### config.mk
export PLATFORM = sky130hd
export DESIGN_NAME = casc_counter_top
export DESIGN_NICKNAME = d
export VERILOG_FILES = /design/src/rtl/cnt_pkg.sv /design/src/rtl/cnt_op_decode.sv /design/src/rtl/cnt_state_reg.sv /design/src/rtl/cnt_stage.sv /design/src/rtl/casc_counter_top.sv
export SDC_FILE = /design/constraint.sdc
export NUM_CORES = 1
export LEC_CHECK = 0
export BUFFER_PORTS_ARGS = -buffer_cell sky130_fd_sc_hd__buf_2
export CORE_AREA = 10 10 58 60
export CTS_CLUSTER_DIAMETER = 150
export CTS_CLUSTER_SIZE = 12
export DETAILED_ROUTE_END_ITERATION = 10
export DIE_AREA = 0 0 68 70
export GPL_TIMING_DRIVEN = 0
export SLEW_MARGIN = 20
export SYNTH_ARGS = -nofsm -noshare
export SYNTH_HDL_FRONTEND = slang
export SYNTH_HIERARCHICAL = 1
export SYNTH_SLANG_ARGS = --single-unit
### constraint.sdc
create_clock -name clk -period 3.2 [get_ports clk]
set_input_delay 0 -clock clk [delete_from_list [all_inputs] [get_ports clk]]
set_output_delay 0 -clock clk [all_outputs]
set_load 0.1 [all_outputs]
### src/rtl/cnt_pkg.sv
// Package: shared width and the operation code used by every counter slice.
// Assumes: slices are always 4 bits wide; wider counters are built by chaining.
package cnt_pkg;
    localparam int NIB_W = 4;

    // Operation a slice performs at the next rising edge, in priority order.
    typedef enum logic [1:0] {
        OP_HOLD  = 2'd0,
        OP_INC   = 2'd1,
        OP_LOAD  = 2'd2,
        OP_CLEAR = 2'd3
    } op_t;
endpackage

### src/rtl/cnt_op_decode.sv
// Module: cnt_op_decode
// Turns the slice controls into one operation code, with clear first, then
// load, then count, then hold.
// Assumes: all inputs are synchronous to the slice clock, except clr_n when
// the register uses the asynchronous clear.
module cnt_op_decode
    import cnt_pkg::*;
(
    input  logic clr_n,
    input  logic load_n,
    input  logic en_p,
    input  logic en_t,
    output op_t  op
);
    // Priority encode the slice controls.
    always_comb begin
        if (!clr_n)
            op = OP_CLEAR;
        else if (!load_n)
            op = OP_LOAD;
        else if (en_p && en_t)
            op = OP_INC;
        else
            op = OP_HOLD;
    end
endmodule

### src/rtl/cnt_state_reg.sv
// Module: cnt_state_reg
// Holds the slice count. The parameter CLEAR_ASYNC chooses whether clr_n
// acts at once (1) or only at the rising edge (0).
// Assumes: op comes from cnt_op_decode; the load data is stable at the edge.
module cnt_state_reg
    import cnt_pkg::*;
#(
    parameter int W           = NIB_W,
    parameter bit CLEAR_ASYNC = 1'b0
) (
    input  logic         clk,
    input  logic         clr_n,
    input  op_t          op,
    input  logic [W-1:0] din,
    output logic [W-1:0] q
);
    localparam logic [W-1:0] ONE = W'(1);

    logic [W-1:0] q_nxt;

    // Next count from the decoded operation.
    always_comb begin
        case (op)
            OP_CLEAR: q_nxt = '0;
            OP_LOAD:  q_nxt = din;
            OP_INC:   q_nxt = q + ONE;
            default:  q_nxt = q;
        endcase
    end

    generate
        if (CLEAR_ASYNC) begin : g_async_clr
            // The count register is cleared at once whenever clr_n falls.
            always_ff @(posedge clk or negedge clr_n) begin
                if (!clr_n)
                    q <= '0;
                else
                    q <= q_nxt;
            end
        end else begin : g_sync_clr
            // The count register is cleared only at a clock edge (OP_CLEAR).
            always_ff @(posedge clk) begin
                q <= q_nxt;
            end
        end
    endgenerate
endmodule

### src/rtl/cnt_stage.sv
// Module: cnt_stage
// One 4-bit slice: decodes the controls, holds the count and makes the
// carry, which is high while en_t is high and the count is all ones.
// Assumes: en_t comes from the carry of the slice below or from the chain input.
module cnt_stage
    import cnt_pkg::*;
#(
    parameter bit CLEAR_ASYNC = 1'b0
) (
    input  logic             clk,
    input  logic             clr_n,
    input  logic             load_n,
    input  logic             en_p,
    input  logic             en_t,
    input  logic [NIB_W-1:0] din,
    output logic [NIB_W-1:0] q,
    output logic             carry
);
    localparam logic [NIB_W-1:0] ONE = NIB_W'(1);

    op_t op;

    cnt_op_decode u_dec (
        .clr_n  (clr_n),
        .load_n (load_n),
        .en_p   (en_p),
        .en_t   (en_t),
        .op     (op)
    );

    cnt_state_reg #(
        .W           (NIB_W),
        .CLEAR_ASYNC (CLEAR_ASYNC)
    ) u_reg (
        .clk   (clk),
        .clr_n (clr_n),
        .op    (op),
        .din   (din),
        .q     (q)
    );

    // Carry to the next slice: high at terminal count, gated by en_t.
    assign carry = en_t & (&q);

    // a clear seen at an edge leaves the count at zero at the next
    // edge, in both modes. The clear is the reset here, so no disable applies.
    a_r1_r2_clear: assert property (@(posedge clk)
        !clr_n |=> (q == '0));

    // a load takes the data word, whatever the enables are.
    a_r3_load: assert property (@(posedge clk) disable iff (!clr_n)
        !load_n |=> (q == $past(din)));

    // with both enables high the count goes up by one, 15 wraps to 0.
    a_r4_count: assert property (@(posedge clk) disable iff (!clr_n)
        (load_n && en_p && en_t) |=> (q == $past(q) + ONE));

    // with either enable low the count holds.
    a_r5_hold: assert property (@(posedge clk) disable iff (!clr_n)
        (load_n && !(en_p && en_t)) |=> $stable(q));
endmodule

### src/rtl/casc_counter_top.sv
// Module: casc_counter_top
// Chains NUM_STAGES slices: the carry of each slice drives the chain enable
// of the next one, and the clock, clear, load and global enable are shared.
// Assumes: NUM_STAGES >= 1; din is stable around the clock edge.
module casc_counter_top
    import cnt_pkg::*;
#(
    parameter int NUM_STAGES  = 3,
    parameter bit CLEAR_ASYNC = 1'b0
) (
    input  logic                        clk,
    input  logic                        clr_n,
    input  logic                        load_n,
    input  logic                        count_en,
    input  logic                        chain_en,
    input  logic [NIB_W*NUM_STAGES-1:0] din,
    output logic [NIB_W*NUM_STAGES-1:0] q,
    output logic                        carry_out
);
    localparam int TOTAL_W = NIB_W * NUM_STAGES;
    localparam logic [TOTAL_W-1:0] ONE_W = TOTAL_W'(1);

    logic [NUM_STAGES:0] t_chain;

    assign t_chain[0] = chain_en;

    generate
        for (genvar s = 0; s < NUM_STAGES; s++) begin : g_stage
            cnt_stage #(
                .CLEAR_ASYNC (CLEAR_ASYNC)
            ) u_stage (
                .clk    (clk),
                .clr_n  (clr_n),
                .load_n (load_n),
                .en_p   (count_en),
                .en_t   (t_chain[s]),
                .din    (din[s*NIB_W +: NIB_W]),
                .q      (q[s*NIB_W +: NIB_W]),
                .carry  (t_chain[s+1])
            );
        end
    endgenerate

    assign carry_out = t_chain[NUM_STAGES];

    // the chained slices count as one wide binary number.
    a_r7_cascade_inc: assert property (@(posedge clk) disable iff (!clr_n)
        (load_n && count_en && chain_en) |=> (q == $past(q) + ONE_W));

    // the final carry only appears at full count with the chain enabled.
    a_r8_carry_full: assert property (@(posedge clk) disable iff (!clr_n)
        carry_out |-> (chain_en && (&q)));
endmodule

==> flow_metrics.py <==
metrics = {
    "sta": {
        "period_share": 0.619,
        "layout_min_cycle_time_ns": 1.98,
        "tightest_slew_ns": 0.490,
        "finalWorstSetupSlack_ns": 1.22,
        "finalSetupTns_ns": 0,
        "maxSlewViolCount": 0,
        "hold_viol": 0,
        "max_slew_margin": 0.676,
        "rsz0062_at_grt": "no",
        "skew_ns": 0.00320,
        "setup_violations": 0,
        "fmax_mhz": 505,
    },
    "yosys": {
        "synth-edff-count": 12,
        "synthDistinctLibCells": 14,
        "syn-instance-count": 90,
        "ys_top_cells_by_area": "edfxtp_1 41%, ha_1 17%, nand3_1 6.9%",
        "async_flop_share": 0,
        "avgSynthCellArea_um2": 9.72,
        "yosys_warnings": 6,
        "synth_area_um2": 875,
        "seq_area_frac_synth": 0.412,
        "synth_top_area_cell": "edfxtp_1",
        "synth_nets": 119,
        "synth_common_cells": "12 x edfxtp_1, 12 x ha_1, 12 x nand2_1, 12 x nand3_1, 9 x inv_1",
        "synth_top_area_share": 0.412,
        "ys.flop_type": "edfxtp_1",
        "synth.ff_latch_count": 12,
    },
    "grt": {
        "track_usage": 0.0817,
        "grt_max_degree": 8,
        "first_global_vias": 774,
        "antenna_found_initial": 0,
        "grt_pass1_wl_um": 3210,
        "grt_overflow": 0,
    },
    "layout": {
        "regMostFlops": "g_stage.u_stage/u_reg/q",
        "n_antenna_cell": 0,
        "nets": 153,
        "fillerInstances": 241,
        "post-route-util": 0.463,
        "drive_gt1_frac": 0.260,
        "regArea_um2": 360,
        "syn_to_final_growth_pct": 23.9,
        "multi_input_area_um2": 480,
        "reg_top3": "g_stage.u_stage/u_reg/q: 12 flops",
        "largest_register_ffs": 12,
        "final_cell_area_um2": 1080,
    },
    "floorplanning": {
        "die_area_um2": 4760,
        "rows": 18,
        "initial_utilization": 0.373,
        "core_um2": 2340,
        "die_h_um": 70,
        "io_pins": 30,
        "chipWidth_um": 68,
    },
    "power_and_ir_drop": {
        "finalPower_mw": 0.466,
        "ir_drop_mv": 0.223,
        "p_per_area_nw_per_um2": 430,
        "p_leak_nw": 0.521,
    },
    "drt": {
        "wire_per_inst_um": 13.0,
        "drc": 0,
        "num_vias": 764,
        "vias_per_cell": 4.99,
        "drt_pass1_iterations": 4,
        "drt_iter0_drc": 27,
        "routed_wl_um": 1990,
        "detail-route-antenna-nets": 0,
    },
    "min_path": {
        "hold_path_class": "input port to flop",
        "min_to": "g_stage[1].u_stage/u_reg/q[3]",
        "min_path_cells": 3,
        "min_from": "din[7]",
    },
    "cts": {
        "root_buffer": "clkbuf_4",
        "insertion_delay_ns": 0.26,
        "numCtsBuffers": 3,
        "cts_buffer_depth": 2,
        "cts_tree": "yes",
        "cts-resized-gates": 0,
        "clkTransAtPathRegs_ns": 0.08,
        "post-cts-setup-buffer-count": 0,
        "cts_sinks": 12,
        "htree_levels": 1,
        "ctsHoldBuffers": 0,
    },
    "flow_run": {
        "max-cap-violations": 0,
    },
    "critical_path": {
        "rr_endpoint": "g_stage[2].u_stage/u_reg/q[3]",
        "r2r_cells": 10,
        "startpoint": "g_stage[0].u_stage/u_reg/q[0]",
        "start_kind": "flop",
        "r2r_slack_ns": 1.22,
        "worstReg2RegStart": "g_stage[0].u_stage/u_reg/q[0]",
        "path_max_fanout": 6,
        "critical_path_arrival_ns": 1.99,
        "crit_required_ns": 3.21,
        "path_class": "flop to flop",
        "endpoint_kind": "flop",
    },
    "placed_design": {
        "io_buffers": 29,
        "gp_congestion": 0.724,
        "placed_area_um2": 1060,
        "pre_cts_slack_ns": 1.19,
        "post-dp-hpwl_um": 1670,
    },
    "run_status": {
        "status": "finished clean",
    },
}
## cell type report
class | instances | share of cell area
inverter | 9 | 0.0312
tap | 30 | 0.0346
timing repair buffer | 29 | 0.134
sequential | 12 | 0.333
clock inverter | 1 | 0.00346
clock buffer | 3 | 0.0208
multi-input combinational | 69 | 0.443
## where the power goes
part           internal, mW  switching, mW  total, mW
sequential            0.189         0.0145      0.203
clock                0.0449         0.0474     0.0923
combinational        0.0384          0.132      0.171
## cells by family after synthesis
logic type | Yosys count | share of synthesized area
XOR/XNOR | 3 | 0.0300
flip-flops | 12 | 0.412
AO/OA/AOI/OAI | 12 | 0.103
adder cells (fa/ha/maj) | 12 | 0.172
AND/OR/NAND/NOR | 42 | 0.245
buffers and inverters | 9 | 0.0386
## layout by cell type, fill, tap and decap left out
cell and n:
a21boi_0 3, a22oi_1 6, buf_2 29, clkbuf_4 3, clkinv_1 1, edfxtp_1 12, ha_1 12, inv_1 9
nand2_1 12, nand2b_1 3, nand3_1 12, nand3b_1 3, nand4_1 3, nor2_1 3, nor2b_1 6, o211ai_1 3
xor2_1 3
## metal layers
metal  global-route usage  share of wire
met2                0.128           0.44
met3               0.0255          0.079
met5                    0              0
met4               0.0201         0.0040
met1                0.104           0.47
## per-stage QoR
step | hold slack (ns) | instances
2_1_floorplan | 0.239 | 90
3_3_place_gp | 0.334 | 149
3_5_place_dp | 0.339 | 149
4_1_cts | 0.0618 | 153
5_1_grt | 0.0731 | 153
6_report | 0.0672 | 153
## worst max-delay path, stage by stage (launching register included)
cell	delay (ns)
edfxtp_1	0.42
nand3_1	0.09
nor2_1	0.15
nand3_1	0.09
nor2_1	0.18
nand3_1	0.09
nand2_1	0.10
inv_1	0.06
ha_1	0.35
nand3_1	0.10
o211ai_1	0.09
## worst max-delay path by stage
stage / endpoint / slack [ns] / depth (start not counted)
after floorplan: carry_out / 0.32 / 6
after global placement: g_stage[2].u_stage/u_reg/q[3] / 1.24 / 10
after detailed placement: g_stage[2].u_stage/u_reg/q[3] / 1.19 / 10
after CTS: g_stage[2].u_stage/u_reg/q[3] / 1.19 / 10
after global routing: g_stage[2].u_stage/u_reg/q[3] / 0.98 / 10
final: g_stage[2].u_stage/u_reg/q[3] / 1.22 / 10
(Power assumes the default switching activity.)
